**src/rtl/xbs_pkg.sv**
```systemverilog
// Shared defaults for the two-stage crosspoint.
// Assumes: port count is a power of two or the select width rounds up.
package xbs_pkg;
    localparam int unsigned XBS_PORTS_DEF = 16;
    localparam int unsigned XBS_DATA_DEF  = 1;

    // Width of an index that can name any of n ports.
    function automatic int unsigned idx_width(input int unsigned n);
        return (n > 1) ? $clog2(n) : 1;
    endfunction
endpackage

```
**src/rtl/xbs_ctrl.sv**
```systemverilog
// Strobe sampling and ready flag for the crosspoint.
// Samples ld_stb and cfg_n once per clock. It produces a one-cycle per-port
// write enable on a falling load edge in port mode and a commit request.
// It also runs the ready flag.
// Assumes: strobes are already synchronous to clk.
module xbs_ctrl (
    input  logic clk,
    input  logic rst_n,
    input  logic port_mode_n,
    input  logic ld_stb,
    input  logic cfg_n,
    input  logic seq_commit,
    output logic port_wr,
    output logic commit,
    output logic ready
);
    logic ld_q;
    logic cfg_q;
    logic ld_rise;
    logic ld_fall;
    logic cfg_rise;
    logic rdy_clr;
    logic rdy_set;

    assign ld_rise  = ld_stb & ~ld_q;
    assign ld_fall  = ~ld_stb & ld_q;
    assign cfg_rise = cfg_n & ~cfg_q;
    assign port_wr  = rst_n & ld_fall & ~port_mode_n;
    assign commit   = rst_n & (~cfg_n | seq_commit);
    assign rdy_clr  = ~cfg_n | ld_rise;
    assign rdy_set  = port_wr | cfg_rise | seq_commit;

    // Keep last-cycle samples of the strobes for edge detection.
    always_ff @(posedge clk) begin
        if (!rst_n) begin
            ld_q  <= 1'b0;
            cfg_q <= 1'b1;
        end else begin
            ld_q  <= ld_stb;
            cfg_q <= cfg_n;
        end
    end

    // Ready flag: reset and clear events dominate set events.
    always_ff @(posedge clk) begin
        if (!rst_n)       ready <= 1'b0;
        else if (rdy_clr) ready <= 1'b0;
        else if (rdy_set) ready <= 1'b1;
    end


    ready_clr_chk: assert property (@(posedge clk) disable iff (!rst_n)
        (!cfg_n || (ld_stb && !ld_q)) |=> !ready);

    ready_set_chk: assert property (@(posedge clk) disable iff (!rst_n)
        (cfg_n && !(ld_stb && !ld_q) && (port_wr || seq_commit)) |=> ready);

    ready_rst_chk: assert property (@(posedge clk) !rst_n |=> !ready);

    single_cap_chk: assert property (@(posedge clk) disable iff (!rst_n)
        port_wr |=> !port_wr);
endmodule

```
**src/rtl/xbs_sel_bank.sv**
```systemverilog
// Staged and live source choices for every output.
// Staged choices are written by the per-port or the wide interface (the wide
// one wins) and are never cleared by reset. Live choices copy all staged
// choices on a commit and drop to 0 on reset. An unchanged live choice keeps
// its value.
// Assumes: port_wr and commit are already gated by rst_n.
module xbs_sel_bank #(
    parameter int unsigned N_PORTS = 16,
    parameter int unsigned SEL_W   = 4,
    localparam int unsigned VEC_W  = N_PORTS * SEL_W
) (
    input  logic             clk,
    input  logic             rst_n,
    input  logic             port_wr,
    input  logic [SEL_W-1:0] wr_idx,
    input  logic [SEL_W-1:0] wr_val,
    input  logic             bulk_wr,
    input  logic [VEC_W-1:0] bulk_vec,
    input  logic             commit,
    output logic [VEC_W-1:0] live_vec
);
    logic [VEC_W-1:0] stage_vec;

    for (genvar k = 0; k < N_PORTS; k++) begin : g_port
        // Staged choice for output k; untouched while reset is low.
        always_ff @(posedge clk) begin
            if (rst_n) begin
                if (bulk_wr)
                    stage_vec[k*SEL_W +: SEL_W] <= bulk_vec[k*SEL_W +: SEL_W];
                else if (port_wr && (wr_idx == SEL_W'(k)))
                    stage_vec[k*SEL_W +: SEL_W] <= wr_val;
            end
        end

        // Live choice for output k: reset to input 0, else copy on commit.
        always_ff @(posedge clk) begin
            if (!rst_n)      live_vec[k*SEL_W +: SEL_W] <= '0;
            else if (commit) live_vec[k*SEL_W +: SEL_W] <= stage_vec[k*SEL_W +: SEL_W];
        end
    end


    commit_copy_chk: assert property (@(posedge clk) disable iff (!rst_n)
        commit |=> (live_vec == $past(stage_vec)));

    live_hold_chk: assert property (@(posedge clk) disable iff (!rst_n)
        !commit |=> $stable(live_vec));

    live_rst_chk: assert property (@(posedge clk) !rst_n |=> (live_vec == '0));

    stage_keep_chk: assert property (@(posedge clk) !rst_n |=> $stable(stage_vec));

    stage_wr_chk: assert property (@(posedge clk) disable iff (!rst_n)
        (port_wr && !bulk_wr) |=> (stage_vec[$past(wr_idx)*SEL_W +: SEL_W] == $past(wr_val)));

    bulk_wr_chk: assert property (@(posedge clk) disable iff (!rst_n)
        bulk_wr |=> (stage_vec == $past(bulk_vec)));
endmodule

```
**src/rtl/xbs_mux_array.sv**
```systemverilog
// One independent N:1 multiplexer per output, steered by the live choices.
// Assumes: live choices are below N_PORTS (true for power-of-two counts).
module xbs_mux_array #(
    parameter int unsigned N_PORTS = 16,
    parameter int unsigned SEL_W   = 4,
    parameter int unsigned DATA_W  = 1
) (
    input  logic [N_PORTS*SEL_W-1:0]  live_vec,
    input  logic [N_PORTS*DATA_W-1:0] din,
    output logic [N_PORTS*DATA_W-1:0] dout
);
    for (genvar k = 0; k < N_PORTS; k++) begin : g_out
        logic [SEL_W-1:0] sel;
        assign sel = live_vec[k*SEL_W +: SEL_W];
        // Route the chosen input slice to output k.
        always_comb dout[k*DATA_W +: DATA_W] = din[sel*DATA_W +: DATA_W];
    end
endmodule

```
**src/rtl/xbar_two_stage.sv**
```systemverilog
// Non-blocking crosspoint with staged and live routing.
// Joins strobe control, the choice registers and the multiplexer array.
// Assumes: all control inputs are synchronous to clk; data paths are combinational.
module xbar_two_stage #(
    parameter int unsigned N_PORTS = xbs_pkg::XBS_PORTS_DEF,
    parameter int unsigned DATA_W  = xbs_pkg::XBS_DATA_DEF,
    localparam int unsigned SEL_W  = xbs_pkg::idx_width(N_PORTS),
    localparam int unsigned VEC_W  = N_PORTS * SEL_W,
    localparam int unsigned BUS_W  = N_PORTS * DATA_W
) (
    input  logic             clk,
    input  logic             rst_n,
    input  logic [BUS_W-1:0] din,
    output logic [BUS_W-1:0] dout,
    input  logic             port_mode_n,
    input  logic             ld_stb,
    input  logic [SEL_W-1:0] src_idx,
    input  logic [SEL_W-1:0] dst_idx,
    input  logic             cfg_n,
    input  logic [VEC_W-1:0] seq_sel,
    input  logic             seq_load,
    input  logic             seq_commit,
    output logic             ready
);
    logic             port_wr;
    logic             commit;
    logic [VEC_W-1:0] live_vec;

    xbs_ctrl u_ctrl (
        .clk         (clk),
        .rst_n       (rst_n),
        .port_mode_n (port_mode_n),
        .ld_stb      (ld_stb),
        .cfg_n       (cfg_n),
        .seq_commit  (seq_commit),
        .port_wr     (port_wr),
        .commit      (commit),
        .ready       (ready)
    );

    xbs_sel_bank #(.N_PORTS(N_PORTS), .SEL_W(SEL_W)) u_bank (
        .clk      (clk),
        .rst_n    (rst_n),
        .port_wr  (port_wr),
        .wr_idx   (dst_idx),
        .wr_val   (src_idx),
        .bulk_wr  (seq_load & rst_n),
        .bulk_vec (seq_sel),
        .commit   (commit),
        .live_vec (live_vec)
    );

    xbs_mux_array #(.N_PORTS(N_PORTS), .SEL_W(SEL_W), .DATA_W(DATA_W)) u_mux (
        .live_vec (live_vec),
        .din      (din),
        .dout     (dout)
    );
endmodule

```
**config.mk**
```make
export PLATFORM = sky130hd
export DESIGN_NAME = xbar_two_stage
export DESIGN_NICKNAME = d
export VERILOG_FILES = /design/src/rtl/xbs_pkg.sv /design/src/rtl/xbs_ctrl.sv /design/src/rtl/xbs_sel_bank.sv /design/src/rtl/xbs_mux_array.sv /design/src/rtl/xbar_two_stage.sv
export SDC_FILE = /design/constraint.sdc
export NUM_CORES = 1
export LEC_CHECK = 0
export CORE_MARGIN = 5
export CORE_UTILIZATION = 55
export DETAILED_ROUTE_END_ITERATION = 10
export MAX_ROUTING_LAYER = met4
export PLACE_DENSITY = 0.81
export SYNTH_ARGS = -nofsm -noshare
export SYNTH_HDL_FRONTEND = slang
export SYNTH_SLANG_ARGS = --single-unit
export TNS_END_PERCENT = 100
```
**constraint.sdc**
```tcl
create_clock -name clk -period 1.9 [get_ports clk]
set_input_delay 0.475 -clock clk [delete_from_list [all_inputs] [get_ports clk]]
set_output_delay 0.475 -clock clk [all_outputs]
set_load 0.02 [all_outputs]
```
[Yosys cells after proc, flatten, opt, wreduce, memory -nomap -nowiden]
Cells that the tools add are included.
Cells by class
  shifts and indexed selects: 16
  multiplexer cells: 32
  equality and inequality tests: 15
  bitwise gates (word level): 17
  reduce and logical (&&, ||, !) cells: 50
Operator list (number)
  $shiftx A16 B5 Y1: 16
  $mux W4: 32
  $eq A4 B4 Y1 const B: 8
  $reduce_and A2 Y1: 16
  $reduce_bool A2 Y1: 16
  $eq A4 B3 Y1 const B: 4
  $logic_and A1 B1 Y1: 16
  $eq A4 B2 Y1 const B: 2
  $and A1 B1 Y1: 7
  $not A1 Y1: 6
  $eq A4 B1 Y1 const B: 1
  $logic_not A4 Y1: 1
  $or A1 B1 Y1: 4
  $reduce_or A2 Y1: 1
Storage, ports and cells
  output and inout port bits: 17
  bits of input ports: 95
  bits in registers: 131

[Depth between registers and ports, before layout]
Gate-level depths: netlist (run 1).
  depth in word-level cells: 7
  depth in mapped cells: 6

[Cells and area by module]
A second synthesis (run 1) with hierarchy kept.
Unflattened totals
  cells, all modules: 586
  area total of the unflattened synthesis: 7511.0 um^2
Modules (own cells, without submodules)
  xbs_sel_bank: cells an instance 446, seq. area each 3203.1 um^2, area each 5127.4 um^2, times used 1
  xbs_mux_array: cells an instance 128, seq. area each 0.0 um^2, area each 2254.7 um^2, times used 1
  xbs_ctrl: cells an instance 11, seq. area each 60.1 um^2, area each 122.6 um^2, times used 1
  xbar_two_stage: cells an instance 1, seq. area each 0.0 um^2, area each 6.3 um^2, times used 1

[Worst setup path after synthesis (run 1)]
OpenSTA, ideal clock, no wires.
  path kind: input port to output port
  from: in din[13]
  to: out dout[0]
  path buffers: 1
  data required time: 1.425 ns
  setup slack: 0.007 ns
  arrival: 1.418 ns
  cell stages on the path: 4
  path through: clkbuf_1 -> mux4_1 -> mux2i_1 -> mux2i_1
On the way
  longest elaborated chain between the ends: 1
RTL lines
  from (decl): line xbar_two_stage.sv:13  | input logic [BUS_W-1:0] din,
  $shiftx A16 B5 Y1: line xbs_mux_array.sv:16  | always_comb dout[k*DATA_W +: DATA_W] = din[sel*DATA_W +: DATA_W];
  to (decl): line xbar_two_stage.sv:14  | output logic [BUS_W-1:0] dout,
No other way between the ends.

[Worst setup path in the final report (run 1)]
  from: reg u_bank.live_vec[40]
  to: out dout[10]
On the way
  longest elaborated chain between the ends: 1
RTL lines
  from (decl): line xbs_sel_bank.sv:20  | output logic [VEC_W-1:0] live_vec
  from (signal, indexed assignment): line xbs_sel_bank.sv:38  | else if (commit) live_vec[k*SEL_W +: SEL_W] <= stage_vec[k*SEL_W +: SEL_W];
  $shiftx A16 B5 Y1: line xbs_mux_array.sv:16
No other way between the ends.

==> results by group, run 1 <==
Outcome
  • Status: complete, but fails checks
  • Violated checks: setup timing

Synthesis
  • Synth Area in XOR/XNOR: 0%
  • Ys flop type: dfxtp_1
  • Async SR Flop Fraction: 0%
  • Compound-Gate Fraction of Synth Area: between 10% and 20%
  • Netlist cell types: 30
  • Syn Std Cell Area: 0.00729 mm^2
  • Yosys warnings: 0
  • Largest family of logic cells by synthesized area: multiplexers
  • Synthesized instance count: roughly 600
  • Multiplexer share of the synthesized area: 26.9%
  • Post-synthesis sequential area ratio: ~45%
  • Mapped Avg Cell Area: 11.9 um^2
  • Synth Area in Simple Gates: around 8.7%
  • #FFs+latches synth: 131
  • Number of flops mapped to enable cells by yosys: 64
  • Adder-cell share of the synthesized area: 0%
  • Syn nets: between 700 and 800

Worst setup path
  • Setup slack, reg-to-reg: about 0.24 ns
  • Largest fanout on the critical path: 3
  • Depth of the most critical reg-to-reg path: 3
  • Required time of the critical path: ~1.4 ns
  • Worst Setup Path Type: flop to primary output
  • Critical path capture point type: primary output
  • RR Startpoint: u_ctrl.ld_q
  • Startpoint types: flop
  • Arrival @ worst endpoint: ~1.9 ns
  • R2r endpoint: u_bank.stage_vec[3]

Clocking
  • Clk sinks: between 100 and 150
  • Root Buffer: clkbuf_16
  • CTS HTree Levels: 4
  • CTS Buf Count: 17
  • Reg clk slew, reported paths: ~0.060 ns
  • CTS tree: yes
  • CTS Buffer Depth: 2
  • Hold_buf cts: 0
  • Worst skew pair latency: 0.42 ns

STA
  • Worst-case clock skew: about 0.011 ns
  • Fmax: around 0.42 GHz
  • Crit path time final: 2.37 ns
  • Max-slew headroom: 63.7%
  • Fin worst setup slack: -0.472 ns
  • Min Hold Slack: around 0.42 ns
  • RSZ-0062 raised after global routing: yes
  • Tightest Pin Transition: roughly 0.54 ns
  • Crit share post-route: 125%
  • Setup violators final: 16
  • Slew Limit Fails: 0
  • Final hold vios: 0

Final layout
  • Area Overhead vs Synth: 31.8%
  • Nets: 838
  • Ratio of cells with drive above 1 in the final layout: around 30%
  • Cell area after layout: approximately 0.0096 mm^2
  • N_diodes: 0

Global route
  • First-pass GRT wire length: roughly 34000 um
  • Gr usage total: roughly 29%
  • GRT overflow: 0
  • Antenna violations before repair: 0
  • Largest net degree at the start of global routing: 65
  • Number of global-route vias before repair: slightly above 6000

Die
  • Die Ht: 125 um
  • Std-Cell Rows: 42
  • Die footprint: roughly 0.016 mm^2
  • I/O pins: between 100 and 150
  • Core footprint: between 0.01 and 0.015 mm^2
  • Die Span X: 125 um
  • Starting Density: between 50 and 60%

Route
  • 1st-iter DRT viols: around 810
  • Initial DRT Pass Iterations: 5
  • Routed vias/inst: 6.44
  • Via count: ~6000
  • Wirelength per Cell: 23.7 um
  • Drt drc: 0
  • Final antenna-violating net count: 0
  • Wirelength, routed: approximately 22000 um

Power
  • Reg power frac: about two fifths
  • Comb power frac: a little under a fifth
  • Tot Pwr: 7.98 mW
  • VDD IR-drop max: ~680 uV
  • Pleak: 3.83 nW
  • Clock Power Share: between 40% and 50%
  • NetSw: approximately 2.1 mW
  • Int Pwr: roughly 5.9 mW
  • Sw frac: a little over a quarter
  • Pwr dens: between 800 and 900 mW/mm^2

Place
  • GPL Wtd Cong: 0.879
  • Final HPWL DP: around 13000 um
  • Placed Area: 0.00876 mm^2
  • Input/output buffers: ~110

Run
  • Maxcap violations: 0

Hold path
  • Hold path start: rst_n
  • Worst hold-check path type: input pin to flop
  • Hold Path Depth: 3
  • Hold path endpoint: u_ctrl.cfg_q
## worst max path at each step
stage	start	end	depth (start not counted)
after floorplan	din[13]	dout[0]	4
after global placement	din[9]	dout[14]	6
after detailed placement	din[5]	dout[3]	6
after CTS	u_bank.live_vec[40]	dout[10]	5
after global routing	u_bank.live_vec[40]	dout[10]	5
final	u_bank.live_vec[40]	dout[10]	5
## through the flow
step | util, % | worst slack [ns] | std cells | setup TNS, ns
finish | 73.2 | -0.472 | 932 | -6.02
global route | 73.2 | -0.547 | 932 | -7.03
CTS | 73.0 | -0.427 | 930 | -5.64
detailed placement | 66.7 | -1.06 | 880 | -36.44
global placement | 66.7 | -0.986 | 880 | -32.63
floorplan | - | 0.00661 | 611 | 0
## cells by family after synthesis
family	after synthesis
flip-flops	131
multiplexers	112
AND/OR/NAND/NOR	151
AO/OA/AOI/OAI	146
buffers and inverters	71
## cells in the mapped netlist (4+ instances only)
cell type | count | share of area, %
o21ai_2 | 4 | 0.48
a21o_1 | 64 | 6.6
clkbuf_2 | 8 | 0.55
buf_2 | 20 | 1.4
mux4_2 | 53 | 16
a21boi_0 | 63 | 6.5
nand2_1 | 132 | 6.8
buf_6 | 7 | 1.1
clkbuf_1 | 35 | 1.8
mux2i_1 | 48 | 6.6
mux4_1 | 11 | 4.0
o21ai_0 | 10 | 0.69
dfxtp_1 | 67 | 18
edfxtp_1 | 64 | 26
## flip-flops by register name, summed over array words and instances (netlist names)
signal / flops
u_bank.live_vec: 64
u_bank.stage_vec: 64
u_ctrl.ready: 1
u_ctrl.ld_q: 1
u_ctrl.cfg_q: 1
## metal layers
| layer | vias up | track usage, % | routed length, um |
|---|---|---|---|
| li1 | 2523 | - | - |
| met1 | 2876 | 35.0 | 8010 |
| met2 | 486 | 44.9 | 10500 |
| met3 | 118 | 7.51 | 2310 |
| met4 | 0 | 15.2 | 1270 |
| met5 | - | - | 0 |
## power by group through the flow
stage / sequential, mW / combinational [mW] / clock, mW
floorplan: 3.27 / 0.813 / 0
finish: 3.29 / 1.45 / 3.24
global route: 3.30 / 1.53 / 3.39
global placement: 3.33 / 1.32 / 0
detailed placement: 3.34 / 1.35 / 0
CTS: 3.28 / 1.41 / 3.24
## cell usage in the layout, fill, tap and decap left out, types with 5 or more instances in the layout
cell type        instances
dfxtp_1                 51
clkinv_4                 5
mux4_2                  61
buf_6                   36
nand2_1                132
a21o_1                  64
clkdlybuf4s15_2         13
dfxtp_4                 12
buf_2                    7
clkbuf_16               17
buf_12                   7
a21boi_0                63
edfxtp_1                64
clkdlybuf4s50_1         78
mux2i_1                 47
buf_4                   40
o21ai_0                  8
## worst max-delay path, cell delays in order, from the launching register on
cell and delay (ns):
dfxtp_2 0.36, buf_4 0.13, mux4_2 0.49, mux2i_1 0.18, mux2i_1 0.14, buf_4 0.18
## timing repair
item                       in CTS  in global routing
resized for setup             208                  7
setup endpoints to repair      20                 24
gates cloned                   16                  0
setup buffers                   2                  2
## layout make-up
class / instances / area (um^2)
Clock buffer: 19 / 433
Tap cell: 176 / 220
Timing Repair Buffer: 183 / 1820
Fill cell: 817 / 3530
Multi-Input combinational cell: 409 / 3670
Inverter: 1 / 3.75
Clock inverter: 13 / 151
Sequential cell: 131 / 3310
Note: power is estimated with default switching activity, not from simulation.
==> inputs of run 2 (changes only) <==
- PLACE_DENSITY: 0.81 -> 0.89
==> run 2 against run 1 <==
Compared with the run above: the flow still finishes with violations (setup timing); die area did not move; first-iteration DRC count rose by 43%; worst hold slack got worse by 0.067 ns; critical path depth did not move; global-route usage rose by 4.4 points; register-to-register slack barely moved; combinational power rose by 4%; wire length rose by 15%; flip-flop and latch count did not move; cell area rose by 0.77%; largest cell class unchanged.
==> results by group, run 2 (same netlist as run 1, synthesis figures left out) <==
STA
  • Final hold vios: 0 (unchanged)
  • Worst-case clock skew: 0.0132 ns (+0.00202 ns)
  • Fin worst setup slack: -0.600 ns (-0.128 ns)
  • Slew Limit Fails: 0 (unchanged)
  • Fmax: 0.400 GHz (-5.1%)
  • Max-slew headroom: 60.8% (-2.9 points)
  • Setup violators final: 16 (unchanged)
  • Crit share post-route: 132% (+6.8 points)
  • Tightest Pin Transition: 0.588 ns (+0.0436 ns)
  • RSZ-0062 raised after global routing: yes
  • Crit path time final: 2.50 ns (+0.128 ns)

Final layout
  • Commonest non-fill, non-tap cells in the layout: nand2_1 (132), clkdlybuf4s50_1 (76), a21o_1 (64), edfxtp_1 (64), a21boi_0 (63)
  • Ratio of cells with drive above 1 in the final layout: 30.9% (+0.98 points)
  • Largest registers: u_bank.live_vec: 64 flops, u_bank.stage_vec: 64 flops
  • Nets: 840 (+0.24%)
  • N_diodes: 0 (unchanged)
  • Most common cell after layout, fill and taps aside: nand2_1
  • Area Overhead vs Synth: 32.8%
  • Cell area after layout: 0.00968 mm^2 (+0.77%)

Place
  • GPL Wtd Cong: 0.914 (+3.9%)
  • Final HPWL DP: 14000 um (+4.6%)
  • Placed Area: 0.00876 mm^2 (unchanged)
  • Input/output buffers: 111 (unchanged)

Worst setup path
  • Critical Path Start: u_bank.live_vec[40]
  • Arrival @ worst endpoint: 2.03 ns (+0.13 ns)
  • Startpoint types: flop
  • CP cell instances: buf_4 -> mux4_2 -> mux2i_1 -> mux2i_1 -> buf_4
  • Required time of the critical path: 1.42 ns (about the same)
  • Max incr delay on CP: 0.57 ns (+0.08 ns)
  • Depth of the most critical reg-to-reg path: 5 (+2)
  • Slowest cell on crit path: mux4_2
  • RR Startpoint: u_ctrl.ld_q
  • Largest fanout on the critical path: 3 (unchanged)
  • Critical path capture point type: primary output
  • Worst Setup Path Type: flop to primary output

Route
  • Met3 wire len: 3060 um (+32%)
  • Met2 WL: 11800 um (+13%)
  • Drt drc: 0 (unchanged)
  • Initial DRT Pass Iterations: 10 (+5)
  • Top routing layer in use: met4
  • 1st-iter DRT viols: 1151 (+43%)
  • Via count: 6297 (+4.9%)
  • Wirelength per Cell: 27.3 um (+15%)
  • Routed vias/inst: 6.74 (+4.7%)
  • Wire length on met1: 8550 um (+6.8%)
  • Wirelength, routed: 25500 um (+15%)
  • Final antenna-violating net count: 0 (unchanged)

Global route
  • Largest net degree at the start of global routing: 65 (unchanged)
  • GRT overflow: 0 (unchanged)
  • Antenna violations before repair: 0 (unchanged)
  • First-pass GRT wire length: 38100 um (+13%)
  • Number of global-route vias before repair: 6434 (+3.9%)
  • Gr usage total: 33.3% (+4.4 points)

Run
  • Maxcap violations: 0 (unchanged)

Clocking
  • Worst skew pair latency: 0.44 ns (+0.02 ns)
  • CTS HTree Levels: 4 (unchanged)
  • Clk sinks: 131 (unchanged)
  • Reg clk slew, reported paths: 0.07 ns (about the same)
  • Root Buffer: clkbuf_16
  • Hold_buf cts: 0 (unchanged)
  • CTS tree: yes
  • CTS Buf Count: 17 (unchanged)
  • CTS Buffer Depth: 2 (unchanged)

Outcome
  • Status: complete, but fails checks
  • Violated checks: setup timing

Die
  • I/O pins: 112 (unchanged)
  • Core footprint: 0.0131 mm^2 (unchanged)
  • Starting Density: 55.5% (unchanged)
  • Die Span X: 125 um (unchanged)
  • Std-Cell Rows: 42 (unchanged)
  • Die footprint: 0.0157 mm^2 (unchanged)
  • Die Ht: 125 um (unchanged)

Hold path
  • Hold path start: ld_stb
  • Hold Path Depth: 2 (-1)
  • Worst hold-check path type: input pin to flop

Power
  • Tot Pwr: 8.35 mW (+4.6%)
  • VDD IR-drop max: 676 uV (about the same)
  • Pleak: 3.88 nW (+1.2%)
  • Pwr dens: 862 mW/mm^2 (+3.8%)
[run 2: final timing paths]
check / to / slack, ns
hold / removal: u_ctrl.ld_q / 0.36
hold reg to reg: u_bank.live_vec[19] / 0.49
setup / recovery: dout[10] / -0.60
setup reg to reg: u_bank.stage_vec[41] / 0.23
[run 2: layout make-up]
| class | count | area (um^2) |
|---|---|---|
| multi-input combinational | 409 | 3690 |
| clock buffer | 17 | 425 |
| sequential | 131 | 3320 |
| inverter | 1 | 3.75 |
| tap | 176 | 220 |
| clock inverter | 15 | 204 |
| timing repair buffer | 185 | 1810 |
| fill | 768 | 3450 |
[run 2: report_power, final]
group	leakage, nW	internal [mW]	switching [mW]	total (mW)
Clock	0.298	2.20	1.33	3.54
Sequential	1.17	3.13	0.176	3.31
Combinational	2.41	0.800	0.707	1.51
Total	3.88	6.13	2.22	8.35
[run 2: worst max-delay path: cells and delay by family, from the launching register on]
| kind | cells | cell delay [ns] |
|---|---|---|
| multiplexers | 3 | 0.86 |
| flip-flops | 1 | 0.39 |
| buffers and inverters | 2 | 0.33 |
[run 2: layer usage]
layer,vias to the layer above,global-route usage (%)
met3,209,11.0
met2,603,52.6
met1,2961,38.4
met4,0,16.5
li1,2524,-
met5,-,-
[run 2: through the flow]
stage	worst slack (ns)	TNS (ns)	utilization [%]	hold WS, ns	std cells
CTS	-0.442	-6.07	73.3	0.484	931
floorplan	0.00661	0	-	0.454	611
global placement	-1.01	-38.92	66.7	0.464	881
global route	-0.662	-7.45	73.7	0.389	934
finish	-0.600	-6.66	73.7	0.356	934
detailed placement	-1.06	-45.32	66.7	0.475	881
[run 2: what timing repair did]
item,4_1_cts,5_1_grt
cloned,16,0
endpoints found under the setup margin,20,40
resized for setup,202,24
setup buffers,2,3
pin swaps,0,3
==> inputs of run 3 (changes only) <==
- CORE_UTILIZATION: 55 -> 56
- CTS_BUF_LIST: not set -> sky130_fd_sc_hd__clkbuf_8
- PLACE_DENSITY: 0.89 -> 0.9
==> run 3 against run 2 <==
Compared with the run above: the run still ends with setup timing left; first-iteration DRC count decreased by 23%; fmax increased by 1.7%; total power decreased by 16%; clock-buffer cell count increased by 1; cell area decreased by 2.8%; register-to-register slack about the same; via count decreased by 0.65%; worst hold slack improved by 0.14 ns.
==> results by group, run 3 (same netlist as run 1, synthesis figures left out) <==
Power
  • Comb power frac: 20.9% (+2.9 points)
  • Int Pwr: 5.10 mW (-17%)
  • Pwr dens: 749 mW/mm^2 (-13%)
  • Pleak: 3.79 nW (-2.3%)
  • Sw frac: 27.7% (+1.2 points)
  • VDD IR-drop max: 446 uV (-34%)
  • NetSw: 1.95 mW (-12%)
  • Reg power frac: 46.8% (+7.2 points)
  • Clock Power Share: 32.3% (-10 points)

Die
  • Die Ht: 124 um (-0.83%)
  • Std-Cell Rows: 41 (-2.4%)
  • I/O pins: 112 (unchanged)
  • Starting Density: 57.6% (+2.0 points)
  • Die footprint: 0.0154 mm^2 (-1.6%)
  • Core footprint: 0.0127 mm^2 (-3.6%)
  • Die Span X: 124 um (-0.83%)

Global route
  • First-pass GRT wire length: 35900 um (-5.7%)
  • Largest net degree at the start of global routing: 65 (unchanged)
  • Number of global-route vias before repair: 6354 (-1.2%)
  • GRT overflow: 0 (unchanged)
  • Antenna violations before repair: 0 (unchanged)
  • Gr usage total: 32.9% (-0.45 points)

STA
  • Fin worst setup slack: -0.559 ns (+0.0417 ns)
  • Final hold vios: 0 (unchanged)
  • Fmax: 0.407 GHz (+1.7%)
  • Worst-case clock skew: 0.0138 ns (+0.000571 ns)
  • Setup violators final: 16 (unchanged)
  • Crit path time final: 2.46 ns (-0.0417 ns)
  • Slew Limit Fails: 0 (unchanged)
  • Max-slew headroom: 61.6% (+0.87 points)
  • Tightest Pin Transition: 0.575 ns (-0.0131 ns)
  • RSZ-0062 raised after global routing: yes
  • Crit share post-route: 129% (-2.2 points)
  • TNS Setup: -7.11 ns (-0.454 ns)

Final layout
  • Area Overhead vs Synth: 29.1%
  • Commonest non-fill, non-tap cells in the layout: nand2_1 (132), clkdlybuf4s50_1 (78), a21o_1 (64), edfxtp_1 (64), a21boi_0 (63)
  • Cell area after layout: 0.00941 mm^2 (-2.8%)
  • Largest registers: u_bank.live_vec: 64 flops, u_bank.stage_vec: 64 flops
  • Most common cell after layout, fill and taps aside: nand2_1
  • Nets: 841 (+0.12%)
  • N_diodes: 0 (unchanged)
  • Ratio of cells with drive above 1 in the final layout: 27.8% (-3.1 points)

Worst setup path
  • Arrival @ worst endpoint: 1.98 ns (-0.05 ns)
  • Setup slack, reg-to-reg: 0.24 ns (about the same)
  • Startpoint types: flop
  • Required time of the critical path: 1.42 ns (about the same)
  • Worst Setup Path Type: flop to primary output
  • Largest fanout on the critical path: 3 (unchanged)
  • Depth of the most critical reg-to-reg path: 5 (unchanged)
  • Critical path capture point type: primary output

Place
  • GPL Wtd Cong: 0.962 (+5.3%)
  • Pre-CTS setup slack: -0.990 ns (+0.0738 ns)
  • Final HPWL DP: 14000 um (about the same)
  • Placed Area: 0.00880 mm^2 (+0.49%)
  • Input/output buffers: 111 (unchanged)

Route
  • Via count: 6256 (-0.65%)
  • Wirelength per Cell: 25.6 um (-5.9%)
  • 1st-iter DRT viols: 882 (-23%)
  • Drt drc: 0 (unchanged)
  • Wirelength, routed: 23900 um (-6.2%)
  • Routed vias/inst: 6.72 (-0.33%)
  • Final antenna-violating net count: 0 (unchanged)
  • Initial DRT Pass Iterations: 5 (-5)

Clocking
  • Root Buffer: clkbuf_8
  • Clk sinks: 131 (unchanged)
  • Worst skew pair latency: 0.45 ns (about the same)
  • CTS HTree Levels: 4 (unchanged)
  • CTS Buffer Depth: 2 (unchanged)
  • Reg clk slew, reported paths: 0.09 ns (+0.02 ns)
  • CTS tree: yes
  • CTS Buf Count: 17 (unchanged)

Outcome
  • Violated checks: setup timing
  • Status: complete, but fails checks

Run
  • Maxcap violations: 0 (unchanged)

Hold path
  • Worst hold-check path type: flop to flop
  • Hold Path Depth: 2 (unchanged)
==> run 3: worst max-delay path: stages, from the launching register on <==
cell	delay, ns
dfxtp_4	0.38
buf_6	0.12
mux4_2	0.51
mux2i_1	0.21
mux2i_1	0.14
buf_4	0.18
==> run 3: worst paths after layout <==
| path | from | to |
|---|---|---|
| worst min-delay path | u_bank.live_vec[3] | u_bank.live_vec[3] |
| worst max-delay path | u_bank.live_vec[40] | dout[10] |
| worst min register to register | u_bank.live_vec[3] | u_bank.live_vec[3] |
| worst max register to register | u_ctrl.ld_q | u_bank.stage_vec[55] |
==> run 3: power groups by stage <==
stage | clock network, mW | registers [mW] | logic [mW]
after floorplan | 0 | 3.27 | 0.813
after global placement | 0 | 3.33 | 1.32
after detailed placement | 0 | 3.34 | 1.36
after CTS | 2.26 | 3.28 | 1.41
after global routing | 2.40 | 3.31 | 1.55
final | 2.28 | 3.30 | 1.48
==> run 3: routing by layer <==
layer / track usage [%] / share of wire (%) / vias to the layer above
li1: - / - / 2524
met1: 38.9 / 34 / 2992
met2: 51.1 / 48 / 573
met3: 9.63 / 12 / 167
met4: 17.3 / 6.2 / 0
met5: - / 0 / -
==> run 3: layout make-up <==
| cell class | count | area (um^2) |
|---|---|---|
| Multi-Input combinational cell | 409 | 3670 |
| Sequential cell | 131 | 3320 |
| Fill cell | 749 | 3260 |
| Timing Repair Buffer | 186 | 1830 |
| Clock buffer | 18 | 248 |
| Tap cell | 172 | 215 |
| Clock inverter | 14 | 124 |
| Inverter | 1 | 3.75 |
==> run 3: what timing repair did <==
action | in CTS | in global routing
resized for setup | 180 | 19
hold buffers | 0 | 0
endpoints found under the hold margin | 0 | 0
endpoints found under the setup margin | 16 | 17
cloned | 16 | 0
buffers inserted | 1 | 2
==> run 3: per-stage QoR <==
step	hold WS, ns	total power, mW	util (%)	cells
2_1_floorplan	0.454	4.08	-	611
4_1_cts	0.495	6.96	74.0	929
5_1_grt	0.526	7.25	74.3	931
3_5_place_dp	0.479	4.71	69.5	880
3_3_place_gp	0.468	4.65	69.5	880
6_report	0.498	7.05	74.3	931
